<file path="src/rtl/rtb_pkg.sv">
package rtb_pkg;
  typedef enum logic [2:0] {
    ST_IDLE,
    ST_LOOK,
    ST_WB_RD,
    ST_WB,
    ST_FETCH,
    ST_RESOLVE
  } rtb_state_e;
endpackage

</file>
<file path="src/rtl/rtb_way_cmp.sv">
// Compares one tag against every slot of a row's tag group; lowest slot wins.
module rtb_way_cmp #(
  parameter int TAG_W = 12,
  parameter int WAYS  = 3,
  localparam int WAY_W = $clog2(WAYS),
  localparam int SL_W  = TAG_W + 1,
  localparam int GRP_W = WAYS * SL_W
) (
  input  logic [GRP_W-1:0] grp,
  input  logic [TAG_W-1:0] tag,
  output logic             hit,
  output logic [WAY_W-1:0] way
);
  logic [WAYS-1:0] match;

  for (genvar w = 0; w < WAYS; w++) begin : g_slot
    assign match[w] = grp[w*SL_W + TAG_W] && (grp[w*SL_W +: TAG_W] == tag);
  end

  always_comb begin
    hit = 1'b0;
    way = '0;
    for (int w = WAYS - 1; w >= 0; w--) begin
      if (match[w]) begin
        hit = 1'b1;
        way = WAY_W'(w);
      end
    end
  end
endmodule

</file>
<file path="src/rtl/rtb_row_dir.sv">
// Row directory: which DRAM row each buffer entry holds, plus valid and dirty flags.
module rtb_row_dir #(
  parameter int ROW_W   = 10,
  parameter int ENTRIES = 8,
  localparam int IDX_W  = $clog2(ENTRIES)
) (
  input  logic               clk,
  input  logic               rst,
  input  logic [ROW_W-1:0]   lk_row,
  output logic               lk_hit,
  output logic [IDX_W-1:0]   lk_idx,
  input  logic               inst_en,
  input  logic               mark_en,
  input  logic [IDX_W-1:0]   upd_idx,
  input  logic [ROW_W-1:0]   inst_row,
  input  logic [IDX_W-1:0]   sel_idx,
  output logic [ROW_W-1:0]   sel_row,
  output logic [ENTRIES-1:0] valid_vec,
  output logic [ENTRIES-1:0] dirty_vec
);
  logic [ROW_W-1:0]   rows [ENTRIES];
  logic [ENTRIES-1:0] match;

  for (genvar e = 0; e < ENTRIES; e++) begin : g_match
    assign match[e] = valid_vec[e] && (rows[e] == lk_row);
  end

  always_comb begin
    lk_hit = |match;
    lk_idx = '0;
    for (int e = ENTRIES - 1; e >= 0; e--) begin
      if (match[e]) lk_idx = IDX_W'(e);
    end
  end

  always_ff @(posedge clk) begin
    if (inst_en) rows[upd_idx] <= inst_row;
  end

  always_ff @(posedge clk) begin
    if (rst) begin
      valid_vec <= '0;
      dirty_vec <= '0;
    end else if (inst_en) begin
      valid_vec[upd_idx] <= 1'b1;
      dirty_vec[upd_idx] <= 1'b0;
    end else if (mark_en) begin
      dirty_vec[upd_idx] <= 1'b1;
    end
  end

  assign sel_row = rows[sel_idx];
endmodule

</file>
<file path="src/rtl/rtb_lru.sv">
// Age-based LRU: ages stay a permutation of 0..ENTRIES-1; age 0 is most recent.
module rtb_lru #(
  parameter int ENTRIES = 8,
  localparam int IDX_W  = $clog2(ENTRIES)
) (
  input  logic               clk,
  input  logic               rst,
  input  logic               touch_en,
  input  logic [IDX_W-1:0]   touch_idx,
  input  logic [ENTRIES-1:0] valid_vec,
  output logic [IDX_W-1:0]   victim
);
  logic [IDX_W-1:0] age [ENTRIES];

  always_ff @(posedge clk) begin
    if (rst) begin
      for (int j = 0; j < ENTRIES; j++) age[j] <= IDX_W'(j);
    end else if (touch_en) begin
      for (int j = 0; j < ENTRIES; j++) begin
        if (IDX_W'(j) == touch_idx) age[j] <= '0;
        else if (age[j] < age[touch_idx]) age[j] <= age[j] + 1'b1;
      end
    end
  end

  always_comb begin
    logic found;
    found  = 1'b0;
    victim = '0;
    for (int j = 0; j < ENTRIES; j++) begin
      if (!found && !valid_vec[j]) begin
        found  = 1'b1;
        victim = IDX_W'(j);
      end
    end
    if (!found) begin
      for (int j = 0; j < ENTRIES; j++) begin
        if (age[j] == IDX_W'(ENTRIES - 1)) victim = IDX_W'(j);
      end
    end
  end
endmodule

</file>
<file path="src/rtl/rtb_grp_mem.sv">
// Simple dual-port memory with registered read, suitable for block RAM.
module rtb_grp_mem #(
  parameter int DEPTH = 8,
  parameter int DW    = 39,
  localparam int AW   = $clog2(DEPTH)
) (
  input  logic          clk,
  input  logic          we,
  input  logic [AW-1:0] waddr,
  input  logic [DW-1:0] wdata,
  input  logic          re,
  input  logic [AW-1:0] raddr,
  output logic [DW-1:0] rdata
);
  logic [DW-1:0] mem [DEPTH];

  always_ff @(posedge clk) begin
    if (we) mem[waddr] <= wdata;
  end

  always_ff @(posedge clk) begin
    if (re) rdata <= mem[raddr];
  end
endmodule

</file>
<file path="src/rtl/rtb_tag_buffer.sv">
module rtb_tag_buffer #(
  parameter int ROW_W   = 10,
  parameter int TAG_W   = 12,
  parameter int WAYS    = 3,
  parameter int ENTRIES = 8,
  localparam int WAY_W  = $clog2(WAYS),
  localparam int SL_W   = TAG_W + 1,
  localparam int GRP_W  = WAYS * SL_W,
  localparam int IDX_W  = $clog2(ENTRIES)
) (
  input  logic             clk,
  input  logic             rst,
  input  logic             req_valid,
  output logic             req_ready,
  input  logic [ROW_W-1:0] req_row,
  input  logic [TAG_W-1:0] req_tag,
  input  logic             req_fill,
  input  logic [WAY_W-1:0] req_way,
  output logic             md_req,
  output logic             md_we,
  output logic [ROW_W-1:0] md_row,
  output logic [GRP_W-1:0] md_wdata,
  input  logic             md_done,
  input  logic [GRP_W-1:0] md_rdata,
  output logic             res_valid,
  output logic             res_hit,
  output logic [WAY_W-1:0] res_way
);
  import rtb_pkg::*;

  rtb_state_e       state;
  logic [ROW_W-1:0] row_r;
  logic [TAG_W-1:0] tag_r;
  logic             fill_r;
  logic [WAY_W-1:0] way_r;
  logic [IDX_W-1:0] ent_r;
  logic             use_mem;
  logic [GRP_W-1:0] fetch_r;

  logic               dir_hit;
  logic [IDX_W-1:0]   dir_idx;
  logic [ROW_W-1:0]   sel_row;
  logic [ENTRIES-1:0] valid_vec;
  logic [ENTRIES-1:0] dirty_vec;
  logic [IDX_W-1:0]   victim;
  logic [GRP_W-1:0]   mem_q;
  logic [GRP_W-1:0]   grp_cur;
  logic [GRP_W-1:0]   grp_new;
  logic               cmp_hit;
  logic [WAY_W-1:0]   cmp_way;
  logic               fill_ok;
  logic               inst_en;
  logic               mark_en;
  logic               mem_we;
  logic [GRP_W-1:0]   mem_wdata;
  logic               mem_re;
  logic [IDX_W-1:0]   mem_raddr;

  assign req_ready = (state == ST_IDLE);
  assign grp_cur   = use_mem ? mem_q : fetch_r;
  assign fill_ok   = ({1'b0, way_r} < (WAY_W + 1)'(WAYS));

  always_comb begin
    grp_new = grp_cur;
    for (int w = 0; w < WAYS; w++) begin
      if (way_r == WAY_W'(w)) grp_new[w*SL_W +: SL_W] = {1'b1, tag_r};
    end
  end

  assign inst_en   = (state == ST_FETCH) && md_done;
  assign mark_en   = (state == ST_RESOLVE) && fill_r && fill_ok;
  assign mem_we    = inst_en || mark_en;
  assign mem_wdata = inst_en ? md_rdata : grp_new;
  assign mem_re    = (state == ST_LOOK);
  assign mem_raddr = dir_hit ? dir_idx : victim;

  rtb_row_dir #(.ROW_W(ROW_W), .ENTRIES(ENTRIES)) u_dir (
    .clk(clk), .rst(rst),
    .lk_row(row_r), .lk_hit(dir_hit), .lk_idx(dir_idx),
    .inst_en(inst_en), .mark_en(mark_en), .upd_idx(ent_r), .inst_row(row_r),
    .sel_idx(ent_r), .sel_row(sel_row),
    .valid_vec(valid_vec), .dirty_vec(dirty_vec)
  );

  rtb_lru #(.ENTRIES(ENTRIES)) u_lru (
    .clk(clk), .rst(rst),
    .touch_en(state == ST_RESOLVE), .touch_idx(ent_r),
    .valid_vec(valid_vec), .victim(victim)
  );

  rtb_grp_mem #(.DEPTH(ENTRIES), .DW(GRP_W)) u_mem (
    .clk(clk), .we(mem_we), .waddr(ent_r), .wdata(mem_wdata),
    .re(mem_re), .raddr(mem_raddr), .rdata(mem_q)
  );

  rtb_way_cmp #(.TAG_W(TAG_W), .WAYS(WAYS)) u_cmp (
    .grp(grp_cur), .tag(tag_r), .hit(cmp_hit), .way(cmp_way)
  );

  always_ff @(posedge clk) begin
    if (rst) begin
      state     <= ST_IDLE;
      row_r     <= '0;
      tag_r     <= '0;
      fill_r    <= 1'b0;
      way_r     <= '0;
      ent_r     <= '0;
      use_mem   <= 1'b0;
      fetch_r   <= '0;
      md_req    <= 1'b0;
      md_we     <= 1'b0;
      md_row    <= '0;
      md_wdata  <= '0;
      res_valid <= 1'b0;
      res_hit   <= 1'b0;
      res_way   <= '0;
    end else begin
      res_valid <= 1'b0;
      case (state)
        ST_IDLE: begin
          if (req_valid) begin
            row_r  <= req_row;
            tag_r  <= req_tag;
            fill_r <= req_fill;
            way_r  <= req_way;
            state  <= ST_LOOK;
          end
        end
        ST_LOOK: begin
          if (dir_hit) begin
            ent_r   <= dir_idx;
            use_mem <= 1'b1;
            state   <= ST_RESOLVE;
          end else begin
            ent_r   <= victim;
            use_mem <= 1'b0;
            if (valid_vec[victim] && dirty_vec[victim]) begin
              state <= ST_WB_RD;
            end else begin
              md_req <= 1'b1;
              md_we  <= 1'b0;
              md_row <= row_r;
              state  <= ST_FETCH;
            end
          end
        end
        ST_WB_RD: begin
          md_req   <= 1'b1;
          md_we    <= 1'b1;
          md_row   <= sel_row;
          md_wdata <= mem_q;
          state    <= ST_WB;
        end
        ST_WB: begin
          if (md_done) begin
            md_we  <= 1'b0;
            md_row <= row_r;
            state  <= ST_FETCH;
          end
        end
        ST_FETCH: begin
          if (md_done) begin
            md_req  <= 1'b0;
            fetch_r <= md_rdata;
            state   <= ST_RESOLVE;
          end
        end
        ST_RESOLVE: begin
          res_valid <= 1'b1;
          if (fill_r) begin
            res_hit <= fill_ok;
            res_way <= way_r;
          end else begin
            res_hit <= cmp_hit;
            res_way <= cmp_way;
          end
          state <= ST_IDLE;
        end
        default: state <= ST_IDLE;
      endcase
    end
  end
endmodule

</file>
<file path="config.mk">
export PLATFORM = sky130hd
export DESIGN_NAME = rtb_tag_buffer
export DESIGN_NICKNAME = d
export VERILOG_FILES = /design/src/rtl/rtb_pkg.sv /design/src/rtl/rtb_way_cmp.sv /design/src/rtl/rtb_row_dir.sv /design/src/rtl/rtb_lru.sv /design/src/rtl/rtb_grp_mem.sv /design/src/rtl/rtb_tag_buffer.sv
export SDC_FILE = /design/constraint.sdc
export NUM_CORES = 1
export LEC_CHECK = 0
export BUFFER_PORTS_ARGS = -buffer_cell sky130_fd_sc_hd__buf_4
export CELL_PAD_IN_SITES_DETAIL_PLACEMENT = 0
export CELL_PAD_IN_SITES_GLOBAL_PLACEMENT = 1
export CORE_ASPECT_RATIO = 1.1
export CORE_UTILIZATION = 40
export CTS_CLUSTER_SIZE = 16
export DETAILED_ROUTE_END_ITERATION = 10
export GPL_ROUTABILITY_DRIVEN = 0
export MAX_ROUTING_LAYER = met4
export PLACE_DENSITY_LB_ADDON = 0.1
export SLEW_MARGIN = 20
export SYNTH_ARGS = -nofsm -noshare
export SYNTH_HDL_FRONTEND = slang
export SYNTH_SLANG_ARGS = --single-unit
</file>
<file path="constraint.sdc">
create_clock -name clk -period 10.7 [get_ports clk]
set_input_delay 1.605 -clock clk [delete_from_list [all_inputs] [get_ports clk]]
set_output_delay 1.605 -clock clk [all_outputs]
set_load 0.02 [all_outputs]
</file>
# == Word level (Yosys, flattened, before mapping) ==
# Memory sizes are Yosys's and may differ from the RTL's. A register that Yosys moved wholly into a read port is not among the register bits.
# Cells that the tools add are included.
# word_totals
regBits,142
mem_bits_rw,416
inputBits,68
word_cells,318
mem_count,3
# op_classes
addsub,8
n_lt_le_gt_ge,12
eq_ne,38
muxes,171
bitwise,20
reduce_logical,49
# memory_table
memory,words,word_bits,read_ports,rd_ports_with_merged_regs,write_ports,line_no,rtl
u_mem.mem,8,39,1,1,1,rtb_grp_mem.sv:15,logic [DW-1:0] mem [DEPTH];
u_dir.rows,8,10,9,1,1,rtb_row_dir.sv:21,logic [ROW_W-1:0] rows [ENTRIES];
u_lru.age,8,3,9,1,8,rtb_lru.sv:13,logic [IDX_W-1:0] age [ENTRIES];
# ops
cell,count
$mux W3,47
$mux W1,101
$eq A10 B10 Y1,8
$mux W39,2
$mux W13,3
$eq A12 B12 Y1,3
$eq A3 B3 Y1 const B,10
$mux W10,3
$pmux W10 S3,1
$add A3 B1 Y3 const B,8
$lt A3 B3 Y1,8
$logic_and A1 B1 Y1,23
$mux W8,2
$or A1 B1 Y1,16
$or A8 B8 Y8,2
$pmux W3 S5,1
$logic_not A1 Y1,13
$eq A3 B3 Y1 const A,4
$mux W2,6
$ne A2 B2 Y1 const B,5
$and A8 B8 Y8,1
$lt A3 B4 Y1 const B,2
$not A8 Y8,1
$reduce_and A4 Y1,2
19 further kinds,26

# == Longest topological paths before layout ==
# Gate-level depths: netlist of the first run.
# depth
ltp_word,36
ltp_mapped,13
mapped_depth_nobuf,10

# == Hierarchy ==
# Synthesis of the first run repeated with hierarchy kept, for this count alone.
# hier_totals
cells_unflattened,1830
hier_area_um2,26223.9
# by_module_without_submodules
module,n_inst,cells_per_inst,area_each_um2,seq_area_each_um2
rtb_grp_mem,1,503,13020.0,10540.1
rtb_tag_buffer,1,740,5985.7,2522.4
rtb_row_dir,1,320,4623.2,2722.6
rtb_lru,1,213,2167.1,720.7
rtb_way_cmp,1,54,427.9,0.0

# == Worst setup path before layout of the first run ==
# No wires, ideal clock.
# synth_timing
path_type,in2reg
start,input port md_done
end,memory u_mem.mem[0][0] (enable)
arrival_time_ps,4835
required_time_ps,10205
setup_slack_ps,5370
cell_stages,3
path_cell_list,nand3_1 clkbuf_1 a21boi_0
# synth_via
elab_chain_len,4
# synth_lines
item,line_no,rtl
start: declaration,rtb_tag_buffer.sv:23,"input logic md_done,"
$logic_and A1 B1 Y1,rtb_tag_buffer.sv:70,assign inst_en = (state == ST_FETCH) && md_done;
$logic_or A1 B1 Y1,rtb_tag_buffer.sv:72,assign mem_we = inst_en || mark_en;
$mux W1,rtb_grp_mem.sv:18,if (we) mem[waddr] <= wdata;
$mux W1 (not written as such),rtb_grp_mem.sv:18,
end: declaration,rtb_grp_mem.sv:15,
# Every way passes these cells.

==> impl_metrics.json, run 1 <==
{
  "yosys.area_share.xor_xnor_pct": 3.82,
  "die_area_um2": 67500,
  "start_util_pct": 40.7,
  "dp_hpwl_um": 45100,
  "synth_edf_count": 455,
  "antenna_found_initial": 0,
  "synth_ff_type": "edfxtp_1",
  "synth_top_area_share_pct": 51.4,
  "cpPeakStageDelay_ns": 0.77,
  "grt_pass1_vias": 16700,
  "postSynthAreaPerCell_um2": 13.0,
  "p_leak_nw": 10.2,
  "min_period_over_period_pct": 40.3,
  "async_flop_share_pct": 0,
  "min_path_type": "flop to flop",
  "syn_to_final_growth_pct": 13.8,
  "cp_max_fo": 44,
  "grt_pass1_wl_um": 112000,
  "die_w_um": 248,
  "clock.fmax_ghz": 0.232,
  "ir_worst_vdd_mv": 0.102,
  "wl_per_cell_um": 24.9,
  "drc": 0,
  "setup_violations": 0,
  "worstPathRequired_ns": 11.05,
  "synth_area_leaders": "edfxtp_1 51%, dfxtp_1 11%, mux2i_1 11%",
  "final_nets": 2228,
  "yosysSeqAreaShare_pct": 62.3,
  "p_sw_mw": 1.23,
  "cts_sinks": 600,
  "start_kind": "flop",
  "grt_max_degree": 128,
  "stdcell_area_um2": 30300,
  "post_drt_via_cell_ratio": 5.47,
  "ys_warn_count": 0,
  "cts_resized": 0,
  "yosys.area_share.simple_pct": 7.97,
  "power_frac_comb_pct": 7.6,
  "drive_gt1_share_pct": 16.0,
  "relSlewSlack_pct": 26.0,
  "pwr-share-seq_pct": 50.9,
  "drt_iter0_drc": 961,
  "ctsHoldBuffers": 0,
  "grt_overflow": 0,
  "netlist_area_um2": 26600,
  "first_pass_iters": 5,
  "synthDistinctLibCells": 63,
  "vias": 16600,
  "synthesis.nets": 2140,
  "die-height_um": 272,
  "period_needed_ns": 4.31,
  "track_usage_pct": 23.3,
  "rows": 98,
  "cellInternalPower_mw": 3.97,
  "end_kind": "flop",
  "synth-compound-area-share_pct": 6.61,
  "core-area_um2": 65400,
  "critPathSlowestCell": "buf_4",
  "r2r_setup_slack_ns": 6.39,
  "clkPwrFrac_pct": 41.5,
  "port_buffers": 123,
  "p_sw_share_pct": 23.6,
  "slew_viol_final": 0,
  "synth_common_cells": "455 x edfxtp_1, 286 x mux2i_1, 248 x nand2_1",
  "synthAdderAreaFrac_pct": 1.51,
  "diodes": 0,
  "synthCells": 2040,
  "yosys.cell_count.top_type": "edfxtp_1",
  "tns_ns": 0,
  "placed_cell_area_um2": 28300,
  "skew_ns": 0.0320,
  "worst_pin_slew_ns": 1.10,
  "clk-insertion-delay-late_ns": 0.60,
  "drv_cap": 0,
  "power_density_nw_per_um2": 172,
  "ys_ff_latch": 600,
  "finalHoldViolations": 0,
  "critPathKind": "flop to flop",
  "ioPinCount": 124,
  "synth_top_area_cell": "edfxtp_1",
  "clkTransAtPathRegs_ns": 0.06,
  "rsz0062_at_grt": "false",
  "cts_buffers": 67,
  "h-tree-depth": 3,
  "routed_wl_um": 75500,
  "fillers": 5917,
  "root_buffer": "clkbuf_16",
  "worstPathArrival_ns": 4.66,
  "synth_top_family_by_area": "multiplexers",
  "synth_mux_area_share_pct": 14.6,
  "post_cts_buffers": 0,
  "cp_cell_sequence": "ha_1, ha_1, nor2b_1, nand3_1, o21a_1, a31oi_1, a21boi_0, o211ai_4, buf_4, buf_4, mux2i_1, mux2_2",
  "outcome": "complete, no violations",
  "clockBufferDepth": 3,
  "ant_nets": 0,
  "cts_tree": "yes"
}
-- per-layer routing --
| metal | part of all wire (%) | wire length, um | track usage, % |
|---|---|---|---|
| met1 | 45 | 33700 | 30.5 |
| met2 | 50 | 37500 | 38.1 |
| met3 | 3.6 | 2710 | 2.85 |
| met4 | 2.2 | 1620 | 6.67 |
| met5 | 0 | 0 | - |
-- area by class of cell --
class	count	area [um2]	area share [%]
sequential	600	16600	54.7
timing repair buffer	157	1190	3.95
clock inverter	14	80.1	0.264
inverter	22	83.8	0.277
multi-input combinational	1280	9350	30.9
tap	850	1060	3.51
clock buffer	104	1940	6.41
-- power by group through the flow --
stage          clock network, mW  registers (mW)  logic, mW
3_5_place_dp                   0            2.69      0.397
2_1_floorplan                  0            2.65      0.267
5_1_grt                     2.31            2.65      0.431
3_3_place_gp                   0            2.69      0.392
6_report                    2.16            2.64      0.394
4_1_cts                     2.21            2.64      0.398
-- critical path, delay by kind of cell, from the launching register on --
family,cells,cell delay (ns)
buffers and inverters,2,1.39
adder cells (fa/ha/maj),2,0.41
multiplexers,2,0.48
AO/OA/AOI/OAI,4,0.83
AND/OR/NAND/NOR,2,0.41
flip-flops,1,0.43
-- cells in the final DEF, fill, tap and decap left out, types with 4 or more instances in the layout --
master     Yosys  final
a2111oi_0      5      5
o21ai_0       63     63
a31oi_1        4      4
clkinv_2       0      9
inv_1         21     20
ha_1          32     32
nand4b_1       4      4
o21a_1         5      5
xor2_1         7      7
mux2i_1      286    286
clkbuf_1      79     28
nor4_1        11     11
nor2_1       100     91
and3_1         5      4
xnor2_1      109    109
a21oi_4        0      7
edfxtp_1     455    455
a21oi_1      162    155
nor2_2         0      9
nand2_1      248    248
clkbuf_16      0     70
nor3_1        25     24
mux4_2        26     26
a211oi_1      12     12
and2_1        11     11
o41ai_1       11     11
or3_1          4      4
dfxtp_1      145    143
nand2b_1      10     10
a211o_1        6      6
mux2_2        39     39
a22oi_1        5      5
nand3_1       16     14
nand4_1       25     25
clkbuf_8       0      6
buf_4          7    155
-- cell families after synthesis --
| family | after synthesis |
|---|---|
| compound gates | 302 |
| fa+ha+maj | 32 |
| buf+inv | 160 |
| simple gates | 479 |
| flops | 600 |
| xor+xnor | 116 |
| mux | 351 |
-- metrics by stage --
stage	hold WS [ns]	setup slack, ns	cells	total power, mW	utilization [%]
detailed placement	0.446	6.36	2909	3.09	43.2
CTS	0.454	6.35	3027	5.25	46.3
global route	0.470	6.11	3027	5.39	46.3
floorplan	0.436	5.37	2040	2.92	-
global placement	0.441	6.46	2909	3.08	43.2
finish	0.452	6.39	3027	5.20	46.3
-- sequential cells by signal, indices dropped and copies added (netlist names), 2 cells and up, named ones only --
signal	flops
res_way	2
row_r	10
fetch_r	39
state	3
u_mem.mem	312
way_r	2
u_dir.valid_vec	8
tag_r	12
ent_r	3
md_row	10
md_wdata	39
u_lru.age	24
u_mem.rdata	39
u_dir.rows	80
-- path summary, 6_finish.rpt --
path | from | end | cells after the start
setup / recovery | u_lru.age[7][1] | u_mem.rdata[15] | 12
setup reg to reg | u_lru.age[7][1] | u_mem.rdata[15] | 12
hold reg to reg | fetch_r[23] | fetch_r[23] | 2
hold / removal | fetch_r[23] | fetch_r[23] | 2
Note: power is estimated with default switching activity, not from simulation.
==> run 2: changes to the inputs <==
- clock period: 10.7 -> 3.7 ns (I/O delays scaled with it)
==> impl_metrics.json, run 2 (same netlist as run 1, synthesis figures left out) <==
{
  "final_common_cell": "edfxtp_1",
  "use_met3_pct": 2.58,
  "post_drt_via_cell_ratio": 5.37,
  "dp_hpwl_um": 47800,
  "slew_viol_final": 0,
  "wl_per_cell_um": 24.1,
  "critPathSlowestCell": "o211ai_4",
  "drc": 0,
  "cts_resized": 0,
  "start_kind": "flop",
  "critPathTopFamily": "compound AO/OA/AOI/OAI gates",
  "relSlewSlack_pct": 33.2,
  "post_cts_buffers": 0,
  "antenna_found_initial": 1,
  "grt_pass1_wl_um": 110000,
  "clockBufferDepth": 3,
  "diodes": 0,
  "cts_buffers": 68,
  "end_kind": "flop",
  "worstPathRequired_ns": 4.03,
  "use_met1_pct": 29.4,
  "outcome": "complete, no violations",
  "layoutNonFillerInstCount": 3095,
  "die_w_um": 248,
  "skew_ns": 0.0301,
  "ant_nets": 0,
  "cp_cell_sequence": "ha_1, ha_1, nor2b_1, nand3_1, o21a_1, a31oi_1, a21boi_0, o211ai_4, buf_12, mux2i_1, mux2_2",
  "min_period_over_period_pct": 93.6,
  "syn_to_final_growth_pct": 17.3,
  "port_buffers": 123,
  "ioPinCount": 124,
  "min_path_type": "primary input to flop",
  "period_needed_ns": 3.46,
  "drv_cap": 0,
  "critical_path_buf_inv_count": 1,
  "hold_slack_ns": 0.204,
  "start_util_pct": 40.7,
  "final_nets": 2291,
  "top_register": "u_mem.mem",
  "grt_pass1_vias": 16900,
  "use_met2_pct": 38.4,
  "grt_overflow": 0,
  "cts_tree": "yes",
  "worst_pin_slew_ns": 1.00,
  "vias": 16600,
  "fillers": 5840,
  "largest_register_ffs": 312,
  "routed_wl_um": 74600,
  "critPathKind": "flop to flop",
  "cpPeakStageDelay_ns": 0.60,
  "grt_max_degree": 69,
  "track_usage_pct": 23.0,
  "clkTransAtPathRegs_ns": 0.06,
  "rsz0062_at_grt": "false",
  "die_area_um2": 67500,
  "reg.largest.list": "u_mem.mem: 312 flops, u_dir.rows: 80 flops",
  "ir_worst_vdd_mv": 0.309,
  "drive_gt1_share_pct": 18.6,
  "rows": 98,
  "tns_ns": 0,
  "core-area_um2": 65400,
  "ctsHoldBuffers": 0,
  "setup_violations": 0,
  "die-height_um": 272,
  "drt_iter0_drc": 1116,
  "dpl.cell_count": 2971,
  "p_leak_nw": 10.7,
  "cts_sinks": 600,
  "worstPathArrival_ns": 3.79,
  "first_pass_iters": 5,
  "root_buffer": "clkbuf_16",
  "final_cell_mix": "455 x edfxtp_1, 286 x mux2i_1, 248 x nand2_1, 198 x buf_4, 155 x a21oi_1",
  "h-tree-depth": 3,
  "power_density_nw_per_um2": 500,
  "gr-max-usage-layer": "met2",
  "finalHoldViolations": 0,
  "finalPower_mw": 15.6,
  "clock.fmax_ghz": 0.289,
  "cpMostUsedCell": "ha_1",
  "cp_max_fo": 17,
  "clk-insertion-delay-late_ns": 0.60
}
==> run 2: routing by layer <==
metal  share of wire [%]  vias to the layer above
met4                 1.9                        0
met2                  50                      335
met1                  44                     8382
met5                   0                        -
met3                 3.5                       83
li1                    -                     7818
==> run 2: worst min-delay path, cell delays in order <==
cell	delay, ns
buf_4	0.11
nand2_1	0.04
a21oi_1	0.05
==> run 2: through the flow <==
| stage | cell area (um2) | util, % | worst slack [ns] |
|---|---|---|---|
| floorplan | 26600 | - | 0.0496 |
| global placement | 28900 | 44.3 | 0.350 |
| finish | 31200 | 47.7 | 0.238 |
| CTS | 31200 | 47.7 | 0.233 |
| detailed placement | 28900 | 44.3 | 0.273 |
| global route | 31200 | 47.7 | 0.108 |
==> run 2: final timing paths <==
| check | start | to | slack (ns) | cells past startpoint |
|---|---|---|---|---|
| hold reg to reg | fetch_r[16] | fetch_r[16] | 0.45 | 2 |
| hold / removal | req_row[7] | row_r[7] | 0.20 | 3 |
| setup / recovery | u_lru.age[7][0] | u_mem.rdata[34] | 0.24 | 11 |
| setup reg to reg | u_lru.age[7][0] | u_mem.rdata[34] | 0.24 | 11 |
==> run 2: area by class of cell <==
type	count	area, um2	area share (%)
flip-flops and latches	600	16600	53.1
multi-input cells	1280	9330	29.9
repair buffers	219	1900	6.09
clock buffers	91	1870	5.99
well taps	850	1060	3.41
clock inverters	33	378	1.21
inverters	22	82.6	0.265
==> run 2: power breakdown <==
| group | internal, mW | switching (mW) |
|---|---|---|
| Sequential | 7.47 | 0.153 |
| Combinational | 0.448 | 0.760 |
| Clock | 4.06 | 2.71 |
==> run 3: changes to the inputs <==
- CORE_UTILIZATION: 40 -> 46
==> impl_metrics.json, run 3 (same netlist as run 1, synthesis figures left out) <==
{
  "outcome": "complete, no violations",
  "grt_pass1_wl_um": 108000,
  "root_buffer": "clkbuf_16",
  "vias": 16800,
  "min_path_type": "primary input to flop",
  "cts_tree": "yes",
  "die_w_um": 231,
  "port_buffers": 123,
  "dpl.cell_count": 2872,
  "clk-insertion-delay-late_ns": 0.64,
  "die_area_um2": 58800,
  "largest_register_ffs": 312,
  "h-tree-depth": 2,
  "power_density_nw_per_um2": 495,
  "cts_buffers": 61,
  "p_leak_nw": 10.6,
  "drt_iter0_drc": 1228,
  "final_nets": 2283,
  "antenna_found_initial": 0,
  "pwr-share-seq_pct": 49.9,
  "diodes": 0,
  "drive_gt1_share_pct": 18.2,
  "skew_ns": 0.0198,
  "post_cts_buffers": 0,
  "p_sw_share_pct": 23.1,
  "worstPathRequired_ns": 4.08,
  "layoutNonFillerInstCount": 2988,
  "core-area_um2": 57200,
  "cellInternalPower_mw": 11.8,
  "critPathKind": "flop to flop",
  "start_kind": "flop",
  "grt_overflow": 0,
  "cts_sinks": 600,
  "cpMostUsedCell": "ha_1",
  "critPathTopFamily": "compound AO/OA/AOI/OAI gates",
  "routed_wl_um": 72600,
  "p_sw_mw": 3.54,
  "slew_viol_final": 0,
  "cpPeakStageDelay_ns": 0.62,
  "multi_input_area_um2": 9330,
  "clock.fmax_ghz": 0.296,
  "wl_per_cell_um": 24.3,
  "setup_violations": 0,
  "critPathSlowestCell": "o211ai_4",
  "finalHoldViolations": 0,
  "fillers": 4891,
  "power_frac_comb_pct": 7.8,
  "tns_ns": 0,
  "start_util_pct": 46.5,
  "worst_pin_slew_ns": 1.06,
  "end_kind": "flop",
  "cp_cell_sequence": "ha_1, ha_1, nor2b_1, nand3_1, o21a_1, a31oi_1, a21boi_0, o211ai_4, buf_4, mux2i_1, mux2_2",
  "cp_max_fo": 8,
  "track_usage_pct": 25.7,
  "worstPathArrival_ns": 3.76,
  "dp_hpwl_um": 46700,
  "grt_pass1_vias": 16800,
  "clkPwrFrac_pct": 42.3,
  "die-height_um": 254,
  "period_needed_ns": 3.38,
  "drc": 0,
  "clockBufferDepth": 3,
  "relSlewSlack_pct": 28.7,
  "r2r_setup_slack_ns": 0.32,
  "seq_area_um2": 16600,
  "drv_cap": 0,
  "ant_nets": 0,
  "top_register": "u_mem.mem",
  "syn_to_final_growth_pct": 16.1,
  "final_common_cell": "edfxtp_1",
  "final_cell_mix": "455 x edfxtp_1, 286 x mux2i_1, 248 x nand2_1, 199 x buf_4, 155 x a21oi_1",
  "grt_max_degree": 154,
  "reg.largest.list": "u_mem.mem: 312 flops, u_dir.rows: 80 flops",
  "rows": 92,
  "rsz0062_at_grt": "false",
  "clkTransAtPathRegs_ns": 0.06,
  "ioPinCount": 124,
  "min_period_over_period_pct": 91.3,
  "first_pass_iters": 5,
  "post_drt_via_cell_ratio": 5.62,
  "ctsHoldBuffers": 0,
  "cts_resized": 0,
  "ir_worst_vdd_mv": 0.383,
  "critical_path_buf_inv_count": 1
}
-- run 3: cell types whose count changed in the layout (fill, tap and decap cells not counted) --
cell        before  now
bufinv_16        7    9
buf_12          20   18
inv_6            3    1
nor3_2           0    1
clkinv_1         4    5
buf_4          198  199
clkinvlp_4       2    3
clkinv_2        14    9
clkbuf_1        16   17
inv_4            0    1
nor3_4           1    0
clkbuf_16       69   62
-- run 3: power by group through the flow --
stage	Sequential, mW	Combinational [mW]	Clock [mW]
floorplan	7.68	0.772	0
global placement	7.76	1.18	0
detailed placement	7.77	1.20	0
CTS	7.63	1.21	6.57
global route	7.64	1.31	6.84
finish	7.63	1.20	6.46
-- run 3: through the flow --
| step | total power, mW | instance area, um2 | worst slack (ns) | hold slack [ns] | util (%) |
|---|---|---|---|---|---|
| after floorplan | 8.45 | 26600 | 0.0496 | 0.436 | - |
| after global placement | 8.94 | 28800 | 0.364 | 0.441 | 50.3 |
| after detailed placement | 8.97 | 28800 | 0.323 | 0.446 | 50.3 |
| after CTS | 15.4 | 30900 | 0.309 | 0.148 | 54.0 |
| after global routing | 15.8 | 30900 | 0.104 | 0.164 | 54.0 |
| final | 15.3 | 30900 | 0.321 | 0.179 | 54.0 |
-- run 3: layout make-up --
| type | instances | area share, % |
|---|---|---|
| clock inverters | 31 | 1.34 |
| flip-flops and latches | 600 | 53.6 |
| repair buffers | 218 | 6.04 |
| clock buffers | 85 | 5.50 |
| inverters | 22 | 0.267 |
| well taps | 752 | 3.05 |
| multi-input cells | 1280 | 30.2 |
-- run 3: layer usage --
metal | track usage [%] | routed length [um] | part of all wire, %
met5 | - | 0 | 0
met4 | 7.19 | 1830 | 2.5
met1 | 32.3 | 30800 | 42
met3 | 3.90 | 3710 | 5.1
met2 | 43.1 | 36200 | 50
-- run 3: path summary, 6_finish.rpt --
kind | end | start | depth (start not counted)
worst max-delay path | u_mem.rdata[9] | u_lru.age[7][0] | 11
worst min-delay path | tag_r[10] | req_tag[10] | 3
worst max register to register | u_mem.rdata[9] | u_lru.age[7][0] | 11
worst min register to register | fetch_r[29] | fetch_r[29] | 2
-- run 3: worst register-to-register path, delay by kind of cell (launching register included) --
kind | cells | cell delay [ns]
compound gates | 4 | 1.35
fa+ha+maj | 2 | 0.42
flops | 1 | 0.42
mux | 2 | 0.35
buf+inv | 1 | 0.32
simple gates | 2 | 0.26
